`src/rtl/mfu_alu_pkg.sv`:
```
package mfu_alu_pkg;

  localparam int DATA_W = 32;
  localparam int AMT_W  = $clog2(DATA_W);

  typedef enum logic [1:0] {
    CLS_SHIFT = 2'b00,
    CLS_SLT   = 2'b01,
    CLS_ARITH = 2'b10,
    CLS_LOGIC = 2'b11
  } alu_class_e;

  typedef enum logic [1:0] {
    SH_NONE   = 2'b00,
    SH_LEFT   = 2'b01,
    SH_RLOG   = 2'b10,
    SH_RARITH = 2'b11
  } shift_kind_e;

  typedef enum logic [1:0] {
    LG_AND = 2'b00,
    LG_OR  = 2'b01,
    LG_XOR = 2'b10,
    LG_NOR = 2'b11
  } logic_fn_e;

  // class sits in the two most significant bits, bitwise function in the two least
  typedef struct packed {
    alu_class_e  cls;
    logic        sub;
    shift_kind_e kind;
    logic        amt_var;
    logic_fn_e   lfn;
  } alu_ctrl_t;

  localparam int CTRL_W = $bits(alu_ctrl_t);

endpackage

```
`src/rtl/alu_shifter.sv`:
```
module alu_shifter
  import mfu_alu_pkg::*;
#(
  parameter int W  = 32,
  parameter int AW = $clog2(W)
) (
  input  logic [W-1:0]  data_i,
  input  logic [AW-1:0] amt_i,
  input  shift_kind_e   kind_i,
  output logic [W-1:0]  data_o
);

  logic [W-1:0]       data_rev;
  logic [W-1:0]       stage_in;
  logic [W-1:0]       stage_rev;
  logic [AW:0][W-1:0] stage;
  logic               fill;

  // left shift is done as a right shift of the bit-reversed word
  for (genvar i = 0; i < W; i++) begin : g_rev
    assign data_rev[i]  = data_i[W-1-i];
    assign stage_rev[i] = stage[AW][W-1-i];
  end

  assign fill     = (kind_i == SH_RARITH) & data_i[W-1];
  assign stage_in = (kind_i == SH_LEFT) ? data_rev : data_i;
  assign stage[0] = stage_in;

  for (genvar s = 0; s < AW; s++) begin : g_stage
    localparam int STEP = 1 << s;
    assign stage[s+1] = amt_i[s] ? {{STEP{fill}}, stage[s][W-1:STEP]} : stage[s];
  end

  always_comb begin
    unique case (kind_i)
      SH_NONE:   data_o = data_i;
      SH_LEFT:   data_o = stage_rev;
      default:   data_o = stage[AW];
    endcase
  end

endmodule

```
`src/rtl/alu_addsub.sv`:
```
module alu_addsub #(
  parameter int W = 32
) (
  input  logic [W-1:0] a_i,
  input  logic [W-1:0] b_i,
  input  logic         sub_i,
  output logic [W-1:0] sum_o,
  output logic         ovf_o
);

  logic [W-1:0] b_eff;

  // subtraction: invert the second operand and feed a carry-in of one
  assign b_eff = b_i ^ {W{sub_i}};
  assign sum_o = a_i + b_eff + {{(W-1){1'b0}}, sub_i};
  assign ovf_o = (a_i[W-1] == b_eff[W-1]) & (sum_o[W-1] != a_i[W-1]);

endmodule

```
`src/rtl/alu_bitwise.sv`:
```
module alu_bitwise
  import mfu_alu_pkg::*;
#(
  parameter int W = 32
) (
  input  logic [W-1:0] a_i,
  input  logic [W-1:0] b_i,
  input  logic_fn_e    fn_i,
  output logic [W-1:0] y_o
);

  always_comb begin
    unique case (fn_i)
      LG_AND:  y_o = a_i & b_i;
      LG_OR:   y_o = a_i | b_i;
      LG_XOR:  y_o = a_i ^ b_i;
      default: y_o = ~(a_i | b_i);
    endcase
  end

endmodule

```
`src/rtl/mfu_alu.sv`:
```
module mfu_alu
  import mfu_alu_pkg::*;
#(
  parameter int W  = DATA_W,
  parameter int AW = $clog2(W)
) (
  input  logic [W-1:0]      opnd_a,
  input  logic [W-1:0]      opnd_b,
  input  logic [AW-1:0]     const_amt,
  input  logic [CTRL_W-1:0] ctrl,
  input  logic              load_upper,
  output logic [W-1:0]      result,
  output logic              ovf,
  output logic              zero
);

  localparam int HALF_W = W / 2;
  localparam logic [AW-1:0] LUI_AMT = AW'(HALF_W);

  alu_ctrl_t    c;
  logic         eff_sub;
  logic [W-1:0] sum;
  logic         add_ovf;
  logic [W-1:0] sh_in;
  logic [AW-1:0] sh_amt;
  shift_kind_e  sh_kind;
  logic [W-1:0] sh_out;
  logic [W-1:0] lg_out;
  logic         less;

  assign c       = alu_ctrl_t'(ctrl);
  assign eff_sub = c.sub | (c.cls == CLS_SLT);

  alu_addsub #(.W(W)) u_addsub (
    .a_i   (opnd_a),
    .b_i   (opnd_b),
    .sub_i (eff_sub),
    .sum_o (sum),
    .ovf_o (add_ovf)
  );

  assign sh_in   = load_upper ? {{(W-HALF_W){1'b0}}, opnd_b[HALF_W-1:0]} : opnd_b;
  assign sh_amt  = load_upper ? LUI_AMT : (c.amt_var ? opnd_a[AW-1:0] : const_amt);
  assign sh_kind = load_upper ? SH_LEFT : c.kind;

  alu_shifter #(.W(W), .AW(AW)) u_shift (
    .data_i (sh_in),
    .amt_i  (sh_amt),
    .kind_i (sh_kind),
    .data_o (sh_out)
  );

  alu_bitwise #(.W(W)) u_logic (
    .a_i  (opnd_a),
    .b_i  (opnd_b),
    .fn_i (c.lfn),
    .y_o  (lg_out)
  );

  // sign of the difference, corrected when the subtraction overflowed
  assign less = sum[W-1] ^ add_ovf;

  always_comb begin
    unique case (c.cls)
      CLS_SHIFT: result = sh_out;
      CLS_SLT:   result = {{(W-1){1'b0}}, less};
      CLS_ARITH: result = sum;
      default:   result = lg_out;
    endcase
  end

  assign ovf  = add_ovf & (c.cls == CLS_ARITH);
  assign zero = ~|sum;

endmodule

```
`config.mk`:
```
export PLATFORM = sky130hd
export DESIGN_NAME = mfu_alu
export DESIGN_NICKNAME = d
export VERILOG_FILES = /design/src/rtl/mfu_alu_pkg.sv /design/src/rtl/alu_shifter.sv /design/src/rtl/alu_addsub.sv /design/src/rtl/alu_bitwise.sv /design/src/rtl/mfu_alu.sv
export SDC_FILE = /design/constraint.sdc
export NUM_CORES = 1
export LEC_CHECK = 0
export ABC_CLOCK_PERIOD_IN_PS = 8800
export BUFFER_PORTS_ARGS = -buffer_cell sky130_fd_sc_hd__buf_2
export CAP_MARGIN = 30
export CELL_PAD_IN_SITES_DETAIL_PLACEMENT = 1
export CELL_PAD_IN_SITES_GLOBAL_PLACEMENT = 2
export CORE_MARGIN = 1
export CORE_UTILIZATION = 37
export DETAILED_ROUTE_END_ITERATION = 12
export GPL_TIMING_DRIVEN = 0
export PLACE_DENSITY_LB_ADDON = 0.1
export SKIP_LAST_GASP = 1
export SLEW_MARGIN = 5
export SYNTH_ARGS = -nofsm -noshare
export SYNTH_HDL_FRONTEND = slang
export SYNTH_SLANG_ARGS = --single-unit
```
`constraint.sdc`:
```
create_clock -name vclk -period 8.8
set_clock_uncertainty 0.2 [all_clocks]
set_input_delay 0 -clock vclk [all_inputs]
set_output_delay 0 -clock vclk [all_outputs]
set_load 0.03 [all_outputs]
```
==> results of run 1 <==
metrics by stage:
step	util, %	instance area [sq um]	std cells	setup slack [ns]	total power, uW
6_report	42.07	8513	1496	2.899	842.9
5_1_grt	42.07	8513	1496	2.488	887.0
4_1_cts	42.07	8513	1496	3.006	818.1
3_5_place_dp	42.07	8513	1496	3.022	814.1
3_3_place_gp	41.94	8487	1494	3.009	809.8
2_1_floorplan	-	7614	1117	4.616	528.8
report_power, final:
part           leakage [uW]  total, uW  switching (uW)  internal, uW
combinational       0.00380        843             568           275
sequential                0          0               0             0
clock                     0          0               0             0
cell type report:
cell class / instances / share of cell area (%)
Tap cell: 270 / 3.968
Inverter: 74 / 3.263
Buffer: 86 / 4.115
Multi-Input combinational cell: 957 / 82.05
Timing Repair Buffer: 109 / 6.599
worst max-delay path: stages:
cell and delay, ns:
clkbuf_1 0.36, nor2b_1 0.21, nor2_1 0.67, buf_1 0.67
xnor2_1 0.20, ha_1 0.25, clkbuf_1 0.19, a21o_1 0.23
a31o_2 0.24, a21oi_1 0.13, o21ai_0 0.20, a211oi_1 0.77
o21a_1 0.37, xnor2_1 0.31, nand4b_1 0.21, nor3_1 0.25
and4_1 0.22, buf_2 0.20
routing by layer:
layer  vias to the layer above  wire length, microns  track usage [%]
li1                       4301                     -                -
met1                      4578                 17620            52.11
met2                       558                 16810            56.15
met3                        90                  4691            9.028
met4                         0                  1526            11.47
met5                         -                     0                0
cell families (layout without fill, tap and decap cells):
logic type,count (synthesis),after routing
AOI/OAI and AO/OA,366,366
xor gates and xnor gates,94,94
adders and majority gates,99,99
buffers and inverters,160,269
muxes,101,101
and+or+nand+nor,297,297
path summary, 6_finish.rpt:
path | slack (ns) | to | depth (start not counted)
max | 2.90 | zero | 18
min | 0.25 | ovf | 4
cell usage in the layout, fill, tap and decap left out, types with 6 or more instances in the layout:
| cell type | Yosys | final |
|---|---|---|
| o21ai_0 | 118 | 118 |
| buf_2 | 10 | 117 |
| nand2_1 | 109 | 109 |
| ha_1 | 97 | 97 |
| a21oi_1 | 87 | 87 |
| nor2_1 | 85 | 85 |
| xnor2_1 | 76 | 76 |
| inv_1 | 74 | 74 |
| mux2i_1 | 67 | 67 |
| clkbuf_1 | 62 | 62 |
| nor3_1 | 23 | 23 |
| o221ai_1 | 19 | 19 |
| a211oi_1 | 18 | 18 |
| xor2_1 | 18 | 18 |
| nand3_1 | 17 | 17 |
| mux4_2 | 17 | 17 |
| o211ai_1 | 17 | 17 |
| mux2_2 | 16 | 16 |
| a21o_1 | 14 | 14 |
| a22oi_1 | 12 | 12 |
| nor2b_1 | 11 | 11 |
| buf_1 | 11 | 11 |
| a31oi_1 | 11 | 11 |
| nand4_1 | 9 | 9 |
| o21a_1 | 8 | 8 |
| a221oi_1 | 8 | 8 |
| o31ai_1 | 7 | 7 |
| or3_1 | 7 | 7 |
| o22ai_1 | 6 | 6 |
==> flow_summary.yaml, run 1 <==
run_status:
  status: "finished with violations"
  violations: "DRC"
cells_and_area:
  multiInputGateArea_sq_um: 6985
  syn_to_final_growth_pct: 11.82
  n_fill_cell: 2704
  nets: 1404
  num_antenna_cells: 0
  nClkBuffers: 0
  nFlopsAndLatches: 0
  regArea_sq_um: 0
  drive_above_1_share_pct: 13.78
critical_path:
  cp.arrival_ns: 5.70
  required_ns: 8.60
  path_max_fanout: 10
  crit_path_start: "ctrl[7]"
  path_class: "input pin to output pin"
  cp-start-kind: "input pin"
  critPathCaptureType: "output pin"
sta:
  hold_viol_final: 0
  rsz0062_at_grt: "no"
  fin_tns_setup_ns: 0
  tightestPinTransition_ns: 0.9848
  max_slew_margin_pct: 33.66
  fin_crit_ns: 5.901
  fmax_ghz: 0.1695
  fin_crit_sh_pct: 67.06
  drv_slew: 0
  hold-worst-slack_ns: 0.2490
  finalSetupViolCount: 0
floorplanning:
  fp.dieH_microns: 145.4
  die_w_microns: 145.4
  start_util_pct: 37.63
  core_sq_um: 20230
  die_area_sq_um: 21150
  rows: 52
  boundaryPins: 112
yosys:
  synth_top_area_cell: "ha_1"
  synthTopCellsByArea: "ha_1, mux2i_1, xnor2_1"
  synthMostInstantiatedCell: "o21ai_0"
  synthXorXnorAreaFrac_pct: 10.81
  ys_seq_area_share_pct: 0
  yosys.area_share.simple_pct: 17.80
  synth_top_cell_area_share_pct: 15.94
  syn-num-nets: 1293
  synth_compound_area_share_pct: 30.42
  synth.area.mux_share_pct: 16.38
  synth_commonest_cells: "o21ai_0, nand2_1, ha_1, a21oi_1, nor2_1"
  netlist_area_sq_um: 7614
  synthAdderAreaFrac_pct: 16.34
  yosys_warnings: 0
  avgSynthCellArea_sq_um: 6.816
  syn_inst: 1117
  yosysUniqueCellTypes: 67
  synth_top_family_by_area: "compound AO/OA/AOI/OAI gates"
placement:
  gp_congestion: 1.028
  io_buffers: 107
  dp_hpwl_microns: 34030
route:
  dr.pass1.iters: 12
  ant_nets: 0
  drc: 1
  drt-total-wl_microns: 40650
  vias_per_cell: 6.368
  drt_iter0_drc: 1074
  via_count: 9527
  avgRoutedWirePerCell_microns: 27.17
power:
  p_leak_uw: 0.003796
  ir_drop_uv: 40.85
  powerDensity_nw_per_um2: 99.01
grt:
  grt_pass1_wl_microns: 59450
  grt_max_degree: 11
  grt_usage_pct: 37.32
  overflow: 0
  grt_pass1_vias: 9213
  antenna_found_initial: 0
flow_run:
  cap_viol_max_count: 0
cts:
  cts_hold_buf: 0
  cts_setup_buffers: 0
  post_cts_resized: 0
hold_path:
  worstHoldStart: "opnd_a[31]"
  hold_class: "input pin to output pin"
Note: power is estimated with default switching activity, not from simulation.
==> run 2, diff against run 1 <==
--- a/config.mk
+++ b/config.mk
@@ -5,13 +5,13 @@
 export SDC_FILE = /design/constraint.sdc
 export NUM_CORES = 1
 export LEC_CHECK = 0
-export ABC_CLOCK_PERIOD_IN_PS = 8800
+export ABC_CLOCK_PERIOD_IN_PS = 5900
 export BUFFER_PORTS_ARGS = -buffer_cell sky130_fd_sc_hd__buf_2
 export CAP_MARGIN = 30
 export CELL_PAD_IN_SITES_DETAIL_PLACEMENT = 1
 export CELL_PAD_IN_SITES_GLOBAL_PLACEMENT = 2
 export CORE_MARGIN = 1
-export CORE_UTILIZATION = 37
+export CORE_UTILIZATION = 34
 export DETAILED_ROUTE_END_ITERATION = 12
 export GPL_TIMING_DRIVEN = 0
 export PLACE_DENSITY_LB_ADDON = 0.1
==> constraint.sdc (replaced) <==
create_clock -name vclk -period 5.9
set_clock_uncertainty 0.2 [all_clocks]
set_input_delay 0 -clock vclk [all_inputs]
set_output_delay 0 -clock vclk [all_outputs]
set_load 0.03 [all_outputs]
==> run 2 against run 1 <==
  * The flow now finishes without violations
  * Global-route usage fell by 1.5 points
  * Via count rose by 0.68%
  * Sequential share of layout area did not move
  * First-iteration DRC count fell by 12%
  * Cell area rose by 0.38%
  * Worst hold slack got worse by 0.012 ns
  * Flip-flop and latch count did not move
  * Core utilization fell by 3.0 points
  * Worst setup slack got worse by 2.6 ns
  * Clock-buffer cell count did not move
==> flow_summary.yaml, run 2 (synthesis gave the netlist of run 1 again) <==
grt:
  grt_pass1_wl_microns: 59690
  grt_max_degree: 11
  grt_pass1_vias: 9000
  grt_usage_pct: 35.77
  antenna_found_initial: 2
  overflow: 0
cells_and_area:
  final_design_area_no_fill_sq_um: 8546
  n_fill_cell: 2956
  layout_commonest_cell: "o21ai_0"
  multiInputGateArea_sq_um: 6990
  mostFrequentLayoutCells: "o21ai_0, buf_2, nand2_1"
  nets: 1404
  regArea_sq_um: 0
  drive_above_1_share_pct: 14.11
  syn_to_final_growth_pct: 12.24
  nClkBuffers: 0
  post-route-util_pct: 39.04
  nFlopsAndLatches: 0
critical_path:
  slowest_delay_ns: 0.77
  critPathCaptureType: "output pin"
  slowest_stage: "o31ai_1"
  path_max_fanout: 10
  crit_buf_inv: 4
  required_ns: 5.70
  crit_chain: "clkbuf_1, nor2b_1, nor2_1, clkbuf_2, xnor2_1, inv_1, fa_1, nand2b_1, a211oi_1, nor2_1, o31ai_1, xnor2_1, nand2_1, a2111oi_0, nand4b_1, nor3_1, and4_1, buf_2"
  cp-start-kind: "input pin"
  critPathTopFamily: "simple AND/OR/NAND/NOR gates"
  path_class: "input pin to output pin"
  cp.arrival_ns: 5.41
floorplanning:
  rows: 54
  start_util_pct: 34.78
  core_sq_um: 21890
  boundaryPins: 112
  die_area_sq_um: 22990
  fp.dieH_microns: 151.6
  die_w_microns: 151.6
sta:
  finalSetupViolCount: 0
  rsz0062_at_grt: "no"
  fin_crit_sh_pct: 95.09
  hold_viol_final: 0
  fmax_ghz: 0.1782
  drv_slew: 0
  fin_crit_ns: 5.610
  max_slew_margin_pct: 35.77
  tightestPinTransition_ns: 0.9577
run_status:
  status: "finished clean"
hold_path:
  hold_depth: 4
  hold_end: "ovf"
  worstHoldStart: "opnd_a[31]"
  hold_class: "input pin to output pin"
route:
  dr.pass1.iters: 5
  avgRoutedWirePerCell_microns: 27.62
  ant_nets: 0
  drt-total-wl_microns: 41670
  drt_iter0_drc: 943
  via_count: 9592
  vias_per_cell: 6.357
  drc: 0
placement:
  io_buffers: 107
  placed_area_sq_um: 8514
  dp_hpwl_microns: 34820
  gp_congestion: 1.003
flow_run:
  cap_viol_max_count: 0
cts:
  cts_hold_buf: 0
-- run 2: cell count changes in the layout (fill, tap and decap cells not counted), sizes merged --
cell	delta
buf	-3
diode	+3
clkbuf	+3
-- run 2: area by class of cell --
class	count	share of cell area [%]
Timing Repair Buffer	109	6.618
Multi-Input combinational cell	957	81.80
Inverter	74	3.250
Buffer	86	4.143
Antenna cell	3	0.08785
Tap cell	280	4.100
-- run 2: worst max-delay path by stage --
stage	start	to	cells after the start
4_1_cts	ctrl[7]	zero	18
3_5_place_dp	ctrl[7]	zero	18
2_1_floorplan	ctrl[7]	result[30]	17
3_3_place_gp	ctrl[7]	zero	18
5_1_grt	ctrl[7]	zero	18
6_report	ctrl[7]	zero	18
-- run 2: repair_timing --
item,4_1_cts,5_1_grt
setup endpoints to repair,0,3
gates resized for setup,0,6
setup buffers,0,0
-- run 2: routing by layer --
metal	GRT usage, %	vias to the layer above	part of all wire [%]
met4	9.802	0	2.9
met3	6.826	75	10
met5	0	-	0
met1	52.07	4694	46
li1	-	4294	-
met2	52.77	529	41
-- run 2: stage by stage --
stage               setup TNS, ns  std cells  setup WS (ns)  hold WS, ns
global placement         -0.02577       1504       -0.02577       0.2249
floorplan                       0       1117          1.716      0.03512
finish                          0       1509         0.2896       0.2371
global route                    0       1506        0.06979       0.2887
CTS                             0       1505       0.008621       0.2484
detailed placement              0       1505       0.005434       0.2476
-- run 2: tightest hold or removal path, cell delays in order --
cell	delay (ns)
buf_2	0.14
nand3_1	0.07
a21oi_1	0.05
buf_2	0.17
==> run 3, diff against run 2 <==
--- a/config.mk
+++ b/config.mk
@@ -14,7 +14,7 @@
 export CORE_UTILIZATION = 34
 export DETAILED_ROUTE_END_ITERATION = 12
 export GPL_TIMING_DRIVEN = 0
-export PLACE_DENSITY_LB_ADDON = 0.1
+export PLACE_DENSITY_LB_ADDON = 0.05
 export SKIP_LAST_GASP = 1
 export SLEW_MARGIN = 5
 export SYNTH_ARGS = -nofsm -noshare
==> run 3 against run 2 <==
  * Cell area decreased by 0.37%
  * Critical path depth unchanged
  * Worst setup slack got worse by 0.058 ns
==> flow_summary.yaml, run 3 (synthesis gave the netlist of run 1 again) <==
placement:
  dp_cells: 1504
  dp_hpwl_microns: 35540
  gp_congestion: 0.9916
  io_buffers: 107
sta:
  fmax_ghz: 0.1764
  fin_crit_sh_pct: 96.07
  hold_viol_final: 0
  fin_crit_ns: 5.668
  drv_slew: 0
  finalSetupViolCount: 0
  tightestPinTransition_ns: 1.068
  fin_tns_setup_ns: 0
  rsz0062_at_grt: "no"
  max_slew_margin_pct: 27.88
floorplanning:
  die_area_sq_um: 22990
  boundaryPins: 112
  die_w_microns: 151.6
  fp.dieH_microns: 151.6
  core_sq_um: 21890
  start_util_pct: 34.78
  rows: 54
flow_run:
  cap_viol_max_count: 0
cells_and_area:
  nets: 1402
  fin_cells: 1504
  n_fill_cell: 2919
  layout_commonest_cell: "o21ai_0"
  syn_to_final_growth_pct: 11.83
  post-route-util_pct: 38.89
  regArea_sq_um: 0
  nFlopsAndLatches: 0
  num_antenna_cells: 0
  drive_above_1_share_pct: 13.89
  mostFrequentLayoutCells: "o21ai_0, buf_2, nand2_1"
  nClkBuffers: 0
grt:
  grt_pass1_wl_microns: 60580
  overflow: 0
  grt_pass1_vias: 9225
  grt_usage_pct: 36.27
  antenna_found_initial: 1
  grt_max_degree: 11
critical_path:
  crit_chain: "clkbuf_1, nor2b_1, nor2_2, clkdlybuf4s15_1, xnor2_1, inv_1, fa_1, nand2b_1, a211oi_1, nor2_1, o31ai_1, xnor2_1, nand2_1, a2111oi_0, nand4b_1, nor3_1, and4_1, buf_2"
  path_max_fanout: 10
  required_ns: 5.70
  critPathMostFrequentCell: "xnor2_1"
  critPathCaptureType: "output pin"
  slowest_stage: "o31ai_1"
  cp-start-kind: "input pin"
  slowest_delay_ns: 0.73
  path_class: "input pin to output pin"
  cp.arrival_ns: 5.47
route:
  drt-total-wl_microns: 41950
  vias_per_cell: 6.294
  dr.pass1.iters: 5
  via_count: 9466
  drc: 0
  ant_nets: 0
  drt_iter0_drc: 1021
  avgRoutedWirePerCell_microns: 27.89
run_status:
  status: "finished clean"
cts:
  cts_hold_buf: 0
  cts_setup_buffers: 0
hold_path:
  hold_class: "input pin to output pin"
power:
  powerDensity_nw_per_um2: 149.5
  p_leak_uw: 0.003790
  ir_drop_uv: 52.06
==> run 3: area by class of cell <==
class / instances / area (sq um) / area share [%]
Inverter: 74 / 277.8 / 3.262
Buffer: 86 / 357.8 / 4.203
Tap cell: 280 / 350.3 / 4.115
Timing Repair Buffer: 107 / 535.5 / 6.289
Multi-Input combinational cell: 957 / 6993 / 82.13
==> run 3: worst paths after layout <==
path / from / end / depth (start not counted)
setup / recovery: ctrl[6] / zero / 18
hold / removal: opnd_a[31] / ovf / 4
==> run 3: metal layers <==
metal / part of all wire, % / vias up / GRT usage, %
met5: 0 / - / 0
met4: 2.2 / 0 / 7.723
met3: 9.8 / 54 / 6.916
met2: 42 / 502 / 55.84
met1: 46 / 4626 / 51.75
li1: - / 4284 / -
==> run 3: where the power goes <==
group / internal [uW] / leakage (uW) / switching (uW)
registers: 0 / 0 / 0
logic: 410 / 0.00379 / 863
clock network: 0 / 0 / 0
==> run 3: critical path: cells and delay by family <==
family,cells,cell delay [ns]
AND/OR/NAND/NOR,8,1.72
AO/OA/AOI/OAI,3,1.51
buffers and inverters,4,1.22
XOR/XNOR,2,0.60
adder cells (fa/ha/maj),1,0.40
==> run 3: timing repair <==
item | in CTS | in global routing
endpoints found under the hold margin | 0 | 0
endpoints found under the setup margin | 1 | 2
gates resized for setup | 1 | 3
==> run 3: stage by stage <==
step                      instance area, sq um  power (uW)  hold slack, ns  setup WS, ns
after floorplan                           7614       788.7         0.03512         1.716
after global placement                    8499        1235          0.2291      -0.05562
after CTS                                 8504        1241          0.2562        0.1162
after detailed placement                  8499        1234          0.2559      -0.08931
final                                     8514        1273          0.2430        0.2320
after global routing                      8514        1349          0.2887       0.04574
